### src/rtl/sortnet_pkg.sv
package sortnet_pkg;

  // Stage s compares pairs that start on lanes with parity s % 2.
  function automatic int stage_parity(input int stage);
    return stage % 2;
  endfunction

  // Lane i is the upper member of a compare pair in this stage.
  function automatic bit is_pair_head(input int lane, input int par, input int lanes);
    return ((lane % 2) == par) && ((lane + 1) < lanes);
  endfunction

  // Lane i is the lower member of a compare pair in this stage.
  function automatic bit is_pair_tail(input int lane, input int par, input int lanes);
    return (lane >= 1) && (((lane - 1) % 2) == par) && (lane < lanes);
  endfunction

endpackage

### src/rtl/sortnet_cmpx.sv
module sortnet_cmpx #(
  parameter int WIDTH = 8
) (
  input  logic             clk,
  input  logic             rst_n,
  input  logic             en,
  input  logic [WIDTH-1:0] a,
  input  logic [WIDTH-1:0] b,
  output logic [WIDTH-1:0] hi,
  output logic [WIDTH-1:0] lo
);

  logic             swap;
  logic [WIDTH-1:0] hi_d, lo_d;
  logic [WIDTH-1:0] hi_q, lo_q;

  // Exchange only when the lower input is strictly larger; ties keep their order.
  always_comb begin
    swap = (b > a);
    hi_d = swap ? b : a;
    lo_d = swap ? a : b;
  end

  always_ff @(posedge clk) begin
    if (en) begin
      hi_q <= hi_d;
      lo_q <= lo_d;
    end
  end

  assign hi = hi_q;
  assign lo = lo_q;


  cmpx_order_chk: assert property (@(posedge clk) disable iff (!rst_n)
    en |=> (hi_q >= lo_q));


  cmpx_hold_chk: assert property (@(posedge clk) disable iff (!rst_n)
    !en |=> ($stable(hi_q) && $stable(lo_q)));

endmodule

### src/rtl/sortnet_dly.sv
module sortnet_dly #(
  parameter int WIDTH = 8
) (
  input  logic             clk,
  input  logic             rst_n,
  input  logic             en,
  input  logic [WIDTH-1:0] d,
  output logic [WIDTH-1:0] q
);

  logic [WIDTH-1:0] q_d, q_q;

  always_comb begin
    q_d = d;
  end

  always_ff @(posedge clk) begin
    if (en) begin
      q_q <= q_d;
    end
  end

  assign q = q_q;


  dly_hold_chk: assert property (@(posedge clk) disable iff (!rst_n)
    !en |=> $stable(q_q));

endmodule

### src/rtl/sortnet_stage.sv
module sortnet_stage
  import sortnet_pkg::*;
#(
  parameter int LANES = 5,
  parameter int WIDTH = 8,
  parameter int STAGE = 0
) (
  input  logic                   clk,
  input  logic                   rst_n,
  input  logic                   en,
  input  logic [LANES*WIDTH-1:0] d_in,
  output logic [LANES*WIDTH-1:0] d_out
);

  localparam int PAR = stage_parity(STAGE);

  for (genvar i = 0; i < LANES; i++) begin : g_lane
    if (is_pair_head(i, PAR, LANES)) begin : g_cmp
      sortnet_cmpx #(.WIDTH(WIDTH)) u_cmpx (
        .clk  (clk),
        .rst_n(rst_n),
        .en   (en),
        .a    (d_in [i*WIDTH +: WIDTH]),
        .b    (d_in [(i+1)*WIDTH +: WIDTH]),
        .hi   (d_out[i*WIDTH +: WIDTH]),
        .lo   (d_out[(i+1)*WIDTH +: WIDTH])
      );
    end else if (!is_pair_tail(i, PAR, LANES)) begin : g_pass
      sortnet_dly #(.WIDTH(WIDTH)) u_dly (
        .clk  (clk),
        .rst_n(rst_n),
        .en   (en),
        .d    (d_in [i*WIDTH +: WIDTH]),
        .q    (d_out[i*WIDTH +: WIDTH])
      );
    end
  end

endmodule

### src/rtl/sortnet_pipe.sv
module sortnet_pipe #(
  parameter int LANES = 5,
  parameter int WIDTH = 8
) (
  input  logic                   clk,
  input  logic                   rst_n,
  input  logic                   in_valid,
  input  logic [LANES*WIDTH-1:0] in_data,
  output logic                   out_valid,
  output logic [LANES*WIDTH-1:0] out_data
);

  localparam int DATA_W = LANES * WIDTH;
  localparam int CNT_W  = $clog2(LANES + 1);

  // Valid pipeline: bit s qualifies the output of stage s.
  logic [LANES-1:0] vld_d, vld_q;
  logic [LANES-1:0] stage_en;
  logic [DATA_W-1:0] chain [0:LANES];

  always_comb begin
    vld_d    = {vld_q[LANES-2:0], in_valid};
    stage_en = {vld_q[LANES-2:0], in_valid};
  end

  always_ff @(posedge clk or negedge rst_n) begin
    if (!rst_n) begin
      vld_q <= '0;
    end else begin
      vld_q <= vld_d;
    end
  end

  assign chain[0] = in_data;

  for (genvar s = 0; s < LANES; s++) begin : g_stage
    sortnet_stage #(.LANES(LANES), .WIDTH(WIDTH), .STAGE(s)) u_stage (
      .clk  (clk),
      .rst_n(rst_n),
      .en   (stage_en[s]),
      .d_in (chain[s]),
      .d_out(chain[s+1])
    );
  end

  assign out_valid = vld_q[LANES-1];
  assign out_data  = chain[LANES];

  // Cycles since reset release, saturating at LANES (checker use only).
  logic [CNT_W-1:0] warm_d, warm_q;

  always_comb begin
    warm_d = (warm_q == CNT_W'(LANES)) ? warm_q : warm_q + 1'b1;
  end

  always_ff @(posedge clk or negedge rst_n) begin
    if (!rst_n) begin
      warm_q <= '0;
    end else begin
      warm_q <= warm_d;
    end
  end


  warmup_quiet_chk: assert property (@(posedge clk) disable iff (!rst_n)
    (warm_q < CNT_W'(LANES)) |-> !out_valid);


  valid_follow_chk: assert property (@(posedge clk) disable iff (!rst_n)
    (warm_q == CNT_W'(LANES)) |=> (out_valid == $past(vld_q[LANES-2])));

  for (genvar i = 0; i < LANES - 1; i++) begin : g_ord

    sorted_out_chk: assert property (@(posedge clk) disable iff (!rst_n)
      out_valid |-> (out_data[i*WIDTH +: WIDTH] >= out_data[(i+1)*WIDTH +: WIDTH]));
  end

endmodule

### config.mk
export PLATFORM = sky130hd
export DESIGN_NAME = sortnet_pipe
export DESIGN_NICKNAME = d
export VERILOG_FILES = /design/src/rtl/sortnet_pkg.sv /design/src/rtl/sortnet_cmpx.sv /design/src/rtl/sortnet_dly.sv /design/src/rtl/sortnet_stage.sv /design/src/rtl/sortnet_pipe.sv
export SDC_FILE = /design/constraint.sdc
export NUM_CORES = 1
export LEC_CHECK = 0
export BUFFER_PORTS_ARGS = -buffer_cell sky130_fd_sc_hd__buf_2
export CAP_MARGIN = 5
export CORE_ASPECT_RATIO = 1.2
export CORE_MARGIN = 2
export CORE_UTILIZATION = 45
export DETAILED_ROUTE_END_ITERATION = 12
export HOLD_SLACK_MARGIN = 0.12
export PLACE_DENSITY = 0.66
export RECOVER_POWER = 50
export SLEW_MARGIN = 20
export SYNTH_ARGS = -nofsm -noshare
export SYNTH_HDL_FRONTEND = slang
export SYNTH_SLANG_ARGS = --single-unit
### constraint.sdc
create_clock -name clk -period 6.8 [get_ports clk]
set_clock_uncertainty 0.15 [all_clocks]
set_input_delay 0.34 -clock clk [delete_from_list [all_inputs] [get_ports clk]]
set_output_delay 0.34 -clock clk [all_outputs]
set_load 0.03 [all_outputs]
==> summary.md, run 1 <==
| Metric | Value |
|---|---|
| Multi-input gate area | 0.00469 mm² |
| Status | complete, but fails checks |
| Clock Pin Slew Worst Setup and Hold Paths | 0.06 ns |
| Post-Syn Instances | 923 |
| Layout area overhead | 14.3% |
| Failing checks | capacitance limit, slew limit |
| Max Cap Viol | 5 |
| Routed vias | 7258 |
| Root Driver | clkbuf_16 |
| Slew headroom | -52.5% |
| Core area | 0.0255 mm² |
| CP endpoint kind | register |
| Initial antenna violation count | 0 |
| CTS sink cnt | 205 |
| Max Freq | 297 MHz |
| Fin. max-slew vios | 208 |
| Ys flop type | edfxtp_1 |
| Maximum clock path buffer count | 3 |
| Area contributors post-synth | edfxtp_1, ha_1, mux2_2 |
| H-tree levels | 1 |
| CTS tree | yes |
| Ys Warns | 0 |
| Sequential cell area | 0.00613 mm² |
| DP HPWL | 14.5 mm |
| Num ports | 84 |
| Crit Path Category | input pin to register |
| Worst Max-Slew Pin Slew | 2.29 ns |
| Async SR Flop Fraction | 2.44% |
| Layout cells sized above 1 | 25.8% |
| Post-DR vias/cell | 5.30 |
| Period minus WS final | 3.36 ns |
| Final setup viols | 0 |
| Cts bufs inserted | 22 |
| Final Non-Filler Cells | 1370 |
| Post-Route WL | 20.7 mm |
| Post-DP Area | 0.0120 mm² |
| Starting DRC count in detailed routing | 531 |
| GRT Total Usage | 15.5% |
| Die Width | 151 µm |
| Req. time, crit path | 6.90 ns |
| Startpoint types | input pin |
| Design Area, Final | 0.0133 mm² |
| Leak | 5.43 nW |
| Worst hold path class | register to register |
| Most frequent cells after synthesis | edfxtp_1, inv_1, ha_1, mux2_2, nand2_1 |
| Dpl cells | 1272 |
| Syn nets | 1046 |
| Mapped Area | 0.0117 mm² |
| Fillcell total | 2144 |
| # nets final | 1147 |
| Initial Utilization | 45.7% |
| Area leader, netlist | edfxtp_1 |
| Synth Register Bits | 205 |
| TritonRoute pass-1 iters | 4 |
| Largest net degree at the start of global routing | 42 |
| Port Buffer Count | 83 |
| Post-route DRC | 0 |
| First-pass GRT wire length | 34.5 mm |
| Seq/Total Area, Yosys | 52.5% |
| Clock Latency Late Sink | 0.50 ns |
| Final worst path period share | 49.4% |
| Top-area cell type share of the netlist area | 51.4% |
| Crit path DAT | 3.46 ns |
| Unrepaired setup endpoints after global routing | no |
| Drt wl/cell | 15.1 µm |
| Max IR drop VDD | 0.228 mV |
| Postcts setup bufs | 0 |
| Vias in the first global route | 7155 |
| PwrDens | 361 mW/mm² |
| Die area | 0.0273 mm² |
| Worst hold margin | 0.224 ns |
| Overflow after GRT | 0 |
| Setup TNS | 0 ns |
| Cell Rows | 64 |
| Post-synth EDFFs | 200 |
| Worst-path maximum fanout | 16 |
| Diodes inserted | 0 |
| Post-route setup slack | 3.44 ns |
| Pre-CTS WS | 4.05 ns |
| Hold Fails Final Rpt | 0 |
| Final ANT Viol Nets | 0 |
| Placer Congestion | 0.841 |
| Cell with the most instances after synthesis | edfxtp_1 |
| Distinct cells, synth | 43 |
| Die height | 180 µm |
| Synthesized area per cell | 12.6 µm² |
-- power by group --
group	internal, mW	switching [mW]	leakage, nW	total, mW
registers	1.79	0.194	2.00	1.98
clock network	0.782	0.462	0.372	1.24
logic	0.742	0.858	3.06	1.60
total	3.31	1.51	5.43	4.82
-- cell families (layout without fill, tap and decap cells) --
logic type	Yosys count	after routing	synth area share, %
flops	205	205	52.5
simple gates	184	184	8.35
buf+inv	155	272	7.32
compound gates	199	199	13.0
mux	100	100	10.3
fa+ha+maj	80	80	8.57
-- timing repair --
item | in CTS | in global routing
resized for setup | 0 | 0
hold buffers | 58 | 0
setup endpoints to repair | 0 | 0
hold endpoints to repair | 45 | 0
-- path summary, 6_finish.rpt --
path                                                                           startpoint                                                         to  slack, ns  cells past startpoint
worst min register to register                                         vld_q[0]$_DFF_PN0_                                         vld_q[1]$_DFF_PN0_       0.22                      0
worst max-delay path                                                          in_data[17]  g_stage[0].u_stage.g_lane[2].g_cmp.u_cmpx.hi[7]$_DFFE_PP_       3.44                     10
max in group asynchronous                                                           rst_n                                         vld_q[2]$_DFF_PN0_       5.60                      3
min in group asynchronous                                                           rst_n                                         vld_q[4]$_DFF_PN0_       0.65                      3
worst max register to register  g_stage[3].u_stage.g_lane[1].g_cmp.u_cmpx.hi[5]$_DFFE_PP_  g_stage[4].u_stage.g_lane[0].g_cmp.u_cmpx.lo[1]$_DFFE_PP_       4.14                      6
worst min-delay path                                                   vld_q[0]$_DFF_PN0_                                         vld_q[1]$_DFF_PN0_       0.22                      0
-- critical path, cell delays in order --
cell and delay, ns:
dlygate4sd3_1 0.52, buf_2 0.12, inv_1 0.04, ha_1 0.31, nor2b_4 0.14, o211ai_2 0.16, a21oi_2 0.09, o32ai_4 0.76
mux2_2 0.41, dlygate4sd3_1 0.56
-- layer usage --
layer  up-vias  routed length [µm]  global-route usage (%)
met1      3412                8800                    19.1
met4         0                 456                    4.71
li1       3673                   -                       -
met5         -                   0                       0
met2       137               10600                    27.6
met3        36                 838                    2.33
-- layout by cell type, fill, tap and decap left out, types with 6 or more instances in the layout --
master and count:
o221a_2 10, and4_1 8, nor2b_1 7, clkbuf_1 11
inv_1 84, edfxtp_1 200, ha_1 80, nand3_1 50
dlygate4sd3_1 58, mux2_2 80, o211ai_2 6, nor2_1 18
o21ai_1 19, a211oi_1 10, buf_2 82, o21ai_0 48
nand2_1 75, mux2_4 20, a21oi_1 30, clkbuf_16 23
o21ai_2 11, nand4_1 9, a221o_1 48
-- sequential cells by signal, indices dropped and copies added (netlist names) --
| name | flops |
|---|---|
| vld_q | 5 |
| g_stage.u_stage.g_lane.g_cmp.u_cmpx.hi | 80 |
| g_stage.u_stage.g_lane.g_cmp.u_cmpx.lo | 80 |
| g_stage.u_stage.g_lane.g_pass.u_dly.q | 40 |
-- metrics by stage --
| step | utilization, % | power (mW) |
|---|---|---|
| detailed placement | 47.0 | 3.57 |
| CTS | 52.3 | 4.87 |
| floorplan | - | 3.35 |
| global placement | 47.0 | 3.52 |
| finish | 52.3 | 4.82 |
| global route | 52.3 | 5.14 |
-- area by class of cell --
| type | instances | share of cell area, % |
|---|---|---|
| Clock buffer | 30 | 4.58 |
| Clock inverter | 10 | 1.16 |
| Inverter | 84 | 2.36 |
| Multi-Input combinational cell | 563 | 35.1 |
| Sequential cell | 205 | 45.9 |
| Tap cell | 330 | 3.09 |
| Timing Repair Buffer | 148 | 7.73 |
Power figures use the tool's default switching activity.
==> inputs of run 2 (changes only) <==
--- a/config.mk
+++ b/config.mk
@@ -12,7 +12,7 @@
 export CORE_UTILIZATION = 45
 export DETAILED_ROUTE_END_ITERATION = 12
 export HOLD_SLACK_MARGIN = 0.12
-export PLACE_DENSITY = 0.66
+export PLACE_DENSITY = 0.69
 export RECOVER_POWER = 50
 export SLEW_MARGIN = 20
 export SYNTH_ARGS = -nofsm -noshare
==> constraint.sdc (replaced) <==
create_clock -name clk -period 2.7 [get_ports clk]
set_clock_uncertainty 0.15 [all_clocks]
set_input_delay 0.135 -clock clk [delete_from_list [all_inputs] [get_ports clk]]
set_output_delay 0.135 -clock clk [all_outputs]
set_load 0.03 [all_outputs]
==> run 2 against run 1 <==
The run still ends with capacitance limit, slew limit left. Cell count is 0.29% lower. Count of clock-buffer cells in the layout decreased by 7. Via count up 1.3%. Non-clock buffer count rose by 2. Worst hold slack got worse by 0.015 ns. Critical path depth grew 1. Core utilization down 0.62 points. Wire length fell by 0.20%. Combinational power increased to 2.6 times the previous value. Flip-flop and latch count unchanged. Critical endpoint is now g_stage[0].u_stage.g_lane[0].g_cmp.u_cmpx.hi[5]$_DFFE_PP_. Largest power group unchanged.
==> summary.md, run 2 (synthesis gave the netlist of run 1 again) <==
| Metric | Value |
|---|---|
| Status | complete, but fails checks (unchanged) |
| Failing checks | capacitance limit, slew limit (unchanged) |
| Clock share of power | 22.3% (was 25.8%) |
| Max Freq | 380 MHz |
| Max Cap Viol | 1 (was 5) |
| Placer Congestion | 0.882 (was 0.841) |
| Clock Latency Late Sink | 0.49 ns (was 0.50 ns) |
| Worst Max-Slew Pin Slew | 2.10 ns (was 2.29 ns) |
| Met3 usage | 2.18% (was 2.33%) |
| Maximum clock path buffer count | 3 (unchanged) |
| Leak | 5.34 nW (was 5.43 nW) |
| Psw | 3.79 mW (was 1.51 mW) |
| Busiest layer in global routing | met2 (unchanged) |
| CTS sink cnt | 205 (unchanged) |
| Period minus WS final | 2.63 ns |
| Post-DR vias/cell | 5.38 (was 5.30) |
| DP HPWL | 14.9 mm (was 14.5 mm) |
| Final ANT Viol Nets | 0 (unchanged) |
| Max IR drop VDD | 0.476 mV (was 0.228 mV) |
| Post-route DRC | 0 (unchanged) |
| Final setup viols | 0 (unchanged) |
| Design Area, Final | 0.0132 mm² (was 0.0133 mm²) |
| Core area | 0.0255 mm² (unchanged) |
| # nets final | 1148 (was 1147) |
| Worst hold path class | input pin to register (was register to register) |
| Vias in the first global route | 7080 (was 7155) |
| Layout area overhead | 13.0% (was 14.3%) |
| Fin. max-slew vios | 42 (was 208) |
| Die Width | 151 µm (unchanged) |
| Layout cells sized above 1 | 25.6% (was 25.8%) |
| Initial antenna violation count | 0 (unchanged) |
| Crit path DAT | 2.72 ns (was 3.46 ns) |
| Setup TNS | 0 ns (unchanged) |
| Port Buffer Count | 83 (unchanged) |
| Diodes inserted | 0 (unchanged) |
| Root Driver | clkbuf_16 (unchanged) |
| CP endpoint kind | register (unchanged) |
| PwrDens | 886 mW/mm² (was 361 mW/mm²) |
| Drt wl/cell | 15.2 µm (was 15.1 µm) |
| Combinational group share of total power | 35.1% (was 33.2%) |
| Cell Rows | 64 (unchanged) |
| Post-Route WL | 20.7 mm (about the same) |
| GRT Total Usage | 15.3% (was 15.5%) |
| Hold Fails Final Rpt | 0 (unchanged) |
| Die area | 0.0273 mm² (unchanged) |
| First-pass GRT wire length | 34.2 mm (was 34.5 mm) |
| Crit Path Category | input pin to register (unchanged) |
| Worst-path maximum fanout | 6 (was 16) |
| Clock Pin Slew Worst Setup and Hold Paths | 0.06 ns (about the same) |
| Routed vias | 7355 (was 7258) |
| Startpoint types | input pin (unchanged) |
| Die height | 180 µm (unchanged) |
| GRT met1 Usage | 18.3% (was 19.1%) |
| Num ports | 84 (unchanged) |
| Cts bufs inserted | 21 (was 22) |
| Overflow after GRT | 0 (unchanged) |
| Sw Share | 32.5% (was 31.4%) |
| Final worst path period share | 97.5% |
| Commonest non-fill, non-tap cell in the layout | edfxtp_1 (unchanged) |
| Req. time, crit path | 2.79 ns (was 6.90 ns) |
| P_int | 7.89 mW (was 3.31 mW) |
| Post-DP Area | 0.0121 mm² (was 0.0120 mm²) |
| Slew headroom | -40.0% (was -52.5%) |
| TritonRoute pass-1 iters | 5 (was 4) |
| Starting DRC count in detailed routing | 518 (was 531) |
| Initial Utilization | 45.7% (unchanged) |
| Largest net degree at the start of global routing | 42 (unchanged) |
| H-tree levels | 1 (unchanged) |
| Most frequent cells in the layout | edfxtp_1, inv_1, mux2_2, ha_1, nand2_1 (was edfxtp_1, inv_1, buf_2, mux2_2, ha_1) |
| Register share of total power | 42.6% (was 41.0%) |
| CTS tree | yes (unchanged) |
| M2 GR Usage | 27.7% (was 27.6%) |
==> run 2: per-stage QoR <==
stage	hold WS [ns]	std cells	util, %	worst slack, ns	power, mW
2_1_floorplan	-0.311	923	-	0.441	8.44
3_3_place_gp	-0.157	1284	47.4	0.256	8.95
3_5_place_dp	-0.155	1284	47.4	0.224	9.09
4_1_cts	0.187	1365	51.6	0.0230	11.8
5_1_grt	0.197	1366	51.6	-0.0125	12.4
6_report	0.208	1366	51.6	0.0672	11.7
==> run 2: path summary, 6_finish.rpt <==
check | slack, ns | start | depth (start not counted) | end
setup / recovery | 0.07 | in_data[1] | 11 | g_stage[0].u_stage.g_lane[0].g_cmp.u_cmpx.hi[5]$_DFFE_PP_
hold / removal | 0.21 | in_data[38] | 2 | g_stage[0].u_stage.g_lane[4].g_pass.u_dly.q[6]$_DFFE_PP_
setup reg to reg | 0.24 | g_stage[3].u_stage.g_lane[1].g_cmp.u_cmpx.hi[7]$_DFFE_PP_ | 6 | g_stage[4].u_stage.g_lane[0].g_cmp.u_cmpx.hi[0]$_DFFE_PP_
hold reg to reg | 0.27 | g_stage[1].u_stage.g_lane[3].g_cmp.u_cmpx.lo[4]$_DFFE_PP_ | 0 | g_stage[2].u_stage.g_lane[4].g_pass.u_dly.q[4]$_DFFE_PP_
max in group asynchronous | 1.62 | rst_n | 3 | vld_q[4]$_DFF_PN0_
min in group asynchronous | 0.52 | rst_n | 3 | vld_q[0]$_DFF_PN0_
==> run 2: power groups by stage <==
stage                     Clock, mW  Combinational (mW)  Sequential [mW]
after floorplan                   0                3.56             4.87
after global placement            0                3.93             5.02
after detailed placement          0                4.04             5.05
after CTS                      2.67                4.12             4.98
after global routing           2.81                4.57             5.07
final                          2.60                4.10             4.98
==> run 2: final cells by class <==
cell class,count,area (µm²)
fill,2208,12400
sequential,205,6130
multi-input combinational,563,4720
timing repair buffer,150,1010
clock buffer,23,533
tap,330,413
inverter,84,315
clock inverter,11,71.3
==> run 2: repair_timing <==
| item | in CTS | in global routing |
|---|---|---|
| gates resized for setup | 0 | 7 |
| buffers inserted | 0 | 1 |
| hold buffers | 47 | 0 |
| setup endpoints to repair | 0 | 4 |
| endpoints found under the hold margin | 46 | 0 |
==> run 2: critical path, stage by stage <==
cell and delay [ns]:
dlygate4sd3_1 0.54, buf_2 0.14, inv_2 0.06, ha_4 0.20
nor2b_1 0.13, o211ai_2 0.22, a21boi_2 0.10, o21ai_2 0.18
buf_6 0.14, mux2_2 0.32, dlygate4sd3_1 0.54
==> run 2: routing by layer <==
layer / vias up / wire length (µm) / part of all wire, %
li1: 3671 / - / -
met1: 3493 / 8520 / 41
met2: 154 / 10800 / 52
met3: 37 / 774 / 3.7
met4: 0 / 631 / 3.0
met5: - / 0 / 0
==> inputs of run 3 (changes only) <==
--- a/config.mk
+++ b/config.mk
@@ -8,13 +8,13 @@
 export BUFFER_PORTS_ARGS = -buffer_cell sky130_fd_sc_hd__buf_2
 export CAP_MARGIN = 5
 export CORE_ASPECT_RATIO = 1.2
-export CORE_MARGIN = 2
-export CORE_UTILIZATION = 45
+export CORE_UTILIZATION = 30
 export DETAILED_ROUTE_END_ITERATION = 12
 export HOLD_SLACK_MARGIN = 0.12
-export PLACE_DENSITY = 0.69
+export PLACE_DENSITY = 0.51
 export RECOVER_POWER = 50
 export SLEW_MARGIN = 20
 export SYNTH_ARGS = -nofsm -noshare
 export SYNTH_HDL_FRONTEND = slang
+export SYNTH_HIERARCHICAL = 1
 export SYNTH_SLANG_ARGS = --single-unit
==> run 3 against run 2 <==
The flow still finishes with violations (capacitance limit, slew limit). Final area is 0.82% lower. Sequential power is 8.8% lower. Flip-flop and latch count stayed put. Fmax is 0.13% higher. Non-clock buffer count is 6 higher. First-iteration DRC count is 63% lower. Sequential share of layout area is 0.38 points higher. Largest power group unchanged.
==> summary.md, run 3 <==
| Metric | Value |
|---|---|
| Async SR Flop Fraction | 2.44% (unchanged) |
| Syn nets | 768 (was 1046) |
| Drt wl/cell | 14.4 µm (was 15.2 µm) |
| Synth Register Bits | 205 (unchanged) |
| Max Freq | 380 MHz (about the same) |
| PwrDens | 800 mW/mm² (was 886 mW/mm²) |
| Clock Pin Slew Worst Setup and Hold Paths | 0.06 ns (about the same) |
| Mapped Area | 0.0109 mm² (was 0.0117 mm²) |
| Final Core Density | 36.5% (was 51.6%) |
| RR Startpoint | g_stage[1].u_stage/g_lane[1].g_cmp.u_cmpx/hi[1]$_DFFE_PP_ (was g_stage[3].u_stage.g_lane[1].g_cmp.u_cmpx.hi[7]$_DFFE_PP_) |
| Root Driver | clkbuf_16 (unchanged) |
| Placer Congestion | 0.754 (was 0.882) |
| Starting DRC count in detailed routing | 194 (was 518) |
| Hold Fails Final Rpt | 0 (unchanged) |
| Post-route setup slack | 0.0708 ns (was 0.0672 ns) |
| Initial Utilization | 30.4% (was 45.7%) |
| Post-Route WL | 18.7 mm (was 20.7 mm) |
| Ys flop type | edfxtp_1 (unchanged) |
| H-tree levels | 1 (unchanged) |
| GRT Total Usage | 10.5% (was 15.3%) |
| Post-synth EDFFs | 200 (unchanged) |
| Top-area cell type share of the netlist area | 55.1% (was 51.4%) |
| Metal3 WL | 799 µm (was 774 µm) |
| Setup TNS | 0 ns (unchanged) |
| Final setup viols | 0 (unchanged) |
| Maximum clock path buffer count | 3 (unchanged) |
| Worst hold margin | 0.190 ns (was 0.208 ns) |
| HP Start | in_data[39] (was in_data[38]) |
| Vias in the first global route | 5948 (was 7080) |
| Hold EP | g_stage[0].u_stage/g_lane[4].g_pass.u_dly/q[7]$_DFFE_PP_ (was g_stage[0].u_stage.g_lane[4].g_pass.u_dly.q[6]$_DFFE_PP_) |
| Period minus WS final | 2.63 ns (about the same) |
| Crit path DAT | 2.74 ns (was 2.72 ns) |
| # nets final | 940 (was 1148) |
| Commonest non-fill, non-tap cell in the layout | edfxtp_1 (unchanged) |
| Seq/Total Area, Yosys | 56.3% (was 52.5%) |
| Final ANT Viol Nets | 0 (unchanged) |
| Slew headroom | -3.49% (was -40.0%) |
| Num ports | 84 (unchanged) |
| Failing checks | capacitance limit, slew limit (unchanged) |
| Leak | 5.35 nW (was 5.34 nW) |
| Initial antenna violation count | 0 (unchanged) |
| RR Endpoint | g_stage[2].u_stage/g_lane[0].g_cmp.u_cmpx/hi[1]$_DFFE_PP_ (was g_stage[4].u_stage.g_lane[0].g_cmp.u_cmpx.hi[0]$_DFFE_PP_) |
| Cell with the most instances after synthesis | edfxtp_1 (unchanged) |
| Synthesized area per cell | 16.9 µm² (was 12.6 µm²) |
| Pre-CTS WS | 0.292 ns (was 0.224 ns) |
| Ys Warns | 6 (was 0) |
| First-pass GRT wire length | 30.5 mm (was 34.2 mm) |
| Unrepaired setup endpoints after global routing | no |
| Die height | 211 µm (was 180 µm) |
| Max Cap Viol | 1 (unchanged) |
| Cts bufs inserted | 24 (was 21) |
| Routed vias | 5604 (was 7355) |
| Area leader, netlist | edfxtp_1 (unchanged) |
| Worst-path maximum fanout | 16 (was 6) |
| Layout area overhead | 20.0% (was 13.0%) |
| Max IR drop VDD | 0.459 mV (was 0.476 mV) |
| Cell Rows | 76 (was 64) |
| Final Non-Filler Cells | 1300 (was 1366) |
| Core area | 0.0358 mm² (was 0.0255 mm²) |
| Post-DR vias/cell | 4.31 (was 5.38) |
| Most frequent cells after synthesis | edfxtp_1, mux2_4, ha_1, inv_1, mux2_2 (was edfxtp_1, inv_1, ha_1, mux2_2, nand2_1) |
| CP endpoint kind | register (unchanged) |
| Post-route DRC | 0 (unchanged) |
| Layout cells sized above 1 | 36.8% (was 25.6%) |
| Postcts setup bufs | 0 (unchanged) |
| CTS tree | yes (unchanged) |
| Worst R2R Setup Slack | 0.30 ns (was 0.24 ns) |
| Dpl cells | 1200 (was 1284) |
| Post-DP Area | 0.0118 mm² (was 0.0121 mm²) |
| Distinct cells, synth | 16 (was 43) |
| DP HPWL | 14.1 mm (was 14.9 mm) |
| Req. time, crit path | 2.81 ns (was 2.79 ns) |
| Routed wl met2 | 9.41 mm (was 10.8 mm) |
| Design Area, Final | 0.0131 mm² (was 0.0132 mm²) |
| Clock Latency Late Sink | 0.51 ns (was 0.49 ns) |
| Diodes inserted | 0 (unchanged) |
| DRT met1 WL | 7.89 mm (was 8.52 mm) |
| Worst Reg-to-Reg Cells | 7 (was 6) |
| Most frequent cells in the layout | edfxtp_1, mux2_4, inv_1, ha_1, mux2_2 (was edfxtp_1, inv_1, mux2_2, ha_1, nand2_1) |
| Final worst path period share | 97.4% (was 97.5%) |
| Crit Path Category | input pin to register (unchanged) |
| Die Width | 176 µm (was 151 µm) |
| Fin. max-slew vios | 42 (unchanged) |
| Top Metal Used | met4 (unchanged) |
| Largest net degree at the start of global routing | 42 (unchanged) |
| Die area | 0.0371 mm² (was 0.0273 mm²) |
| Worst hold path class | input pin to register (unchanged) |
| Total power draw | 10.5 mW (was 11.7 mW) |
| Area contributors post-synth | edfxtp_1, mux2_4, ha_1 (was edfxtp_1, ha_1, mux2_2) |
| TritonRoute pass-1 iters | 4 (was 5) |
| Status | complete, but fails checks (unchanged) |
| Startpoint types | input pin (unchanged) |
| Fillcell total | 3409 (was 2208) |
| Worst Max-Slew Pin Slew | 1.55 ns (was 2.10 ns) |
| Post-Syn Instances | 645 (was 923) |
| CTS sink cnt | 205 (unchanged) |
| Hold Path Stages | 2 (unchanged) |
| Overflow after GRT | 0 (unchanged) |
| Port Buffer Count | 83 (unchanged) |
## run 3: cell count changes after synthesis, moves of 11 or more
cell,change
mux2_4,+80
nand2_1,-65
nand3_1,-50
a221o_1,-48
o21ai_0,-48
buf_4,-42
mux2_2,-20
o21ai_1,-19
nor2_1,-18
buf_2,-12
o21ai_2,-11
## run 3: area by class of cell
class | count | area (µm²) | area share (%)
Clock buffer | 36 | 687 | 5.25
Clock inverter | 5 | 22.5 | 0.172
Inverter | 80 | 300 | 2.30
Multi-Input combinational cell | 350 | 4270 | 32.6
Sequential cell | 205 | 6130 | 46.9
Tap cell | 468 | 586 | 4.48
Timing Repair Buffer | 156 | 1090 | 8.32
## run 3: kinds of logic (layout without fill, tap and decap cells)
| group | Yosys count | after routing | share of synthesized area [%] |
|---|---|---|---|
| simple gates | 40 | 40 | 3.33 |
| compound gates | 70 | 70 | 6.66 |
| flops | 205 | 205 | 56.3 |
| fa+ha+maj | 80 | 80 | 9.18 |
| mux | 160 | 160 | 20.0 |
| buf+inv | 90 | 277 | 4.59 |
## run 3: where the power goes
group	total [mW]	internal (mW)	switching [mW]
registers	4.54	4.21	0.333
logic	3.01	1.63	1.37
clock network	2.92	1.74	1.18
total	10.5	7.58	2.89
## run 3: per-layer routing
metal | global-route usage (%) | up-vias
met4 | 3.90 | 0
li1 | - | 2797
met2 | 19.0 | 111
met5 | 0 | -
met1 | 12.0 | 2666
met3 | 2.20 | 30
## run 3: worst max-delay path by stage
stage / slack, ns / startpoint / depth (start not counted) / to
2_1_floorplan: 0.57 / g_stage[0].u_stage/g_lane[2].g_cmp.u_cmpx/hi[1]$_DFFE_PP_ / 7 / g_stage[1].u_stage/g_lane[1].g_cmp.u_cmpx/hi[4]$_DFFE_PP_
3_3_place_gp: 0.34 / g_stage[1].u_stage/g_lane[0].g_pass.u_dly/q[5]$_DFFE_PP_ / 7 / g_stage[2].u_stage/g_lane[0].g_cmp.u_cmpx/lo[7]$_DFFE_PP_
3_5_place_dp: 0.29 / g_stage[1].u_stage/g_lane[0].g_pass.u_dly/q[5]$_DFFE_PP_ / 7 / g_stage[2].u_stage/g_lane[0].g_cmp.u_cmpx/hi[1]$_DFFE_PP_
4_1_cts: 0.05 / in_data[1] / 11 / g_stage[0].u_stage/g_lane[0].g_cmp.u_cmpx/hi[2]$_DFFE_PP_
5_1_grt: 0.02 / in_data[17] / 11 / g_stage[0].u_stage/g_lane[2].g_cmp.u_cmpx/lo[7]$_DFFE_PP_
6_report: 0.07 / in_data[17] / 11 / g_stage[0].u_stage/g_lane[2].g_cmp.u_cmpx/lo[7]$_DFFE_PP_
## run 3: critical path, stage by stage
cell and delay [ns]:
dlygate4sd3_1 0.52, buf_2 0.12, inv_1 0.04, ha_1 0.30
nor2b_4 0.14, o211ai_2 0.15, a21oi_2 0.09, o22ai_4 0.12
buf_6 0.22, mux2_2 0.36, dlygate4sd3_1 0.55
## run 3: timing repair
item | 4_1_cts | 5_1_grt
endpoints found under the setup margin | 0 | 9
hold buffers | 59 | 0
gates resized for setup | 0 | 3
endpoints found under the hold margin | 46 | 0
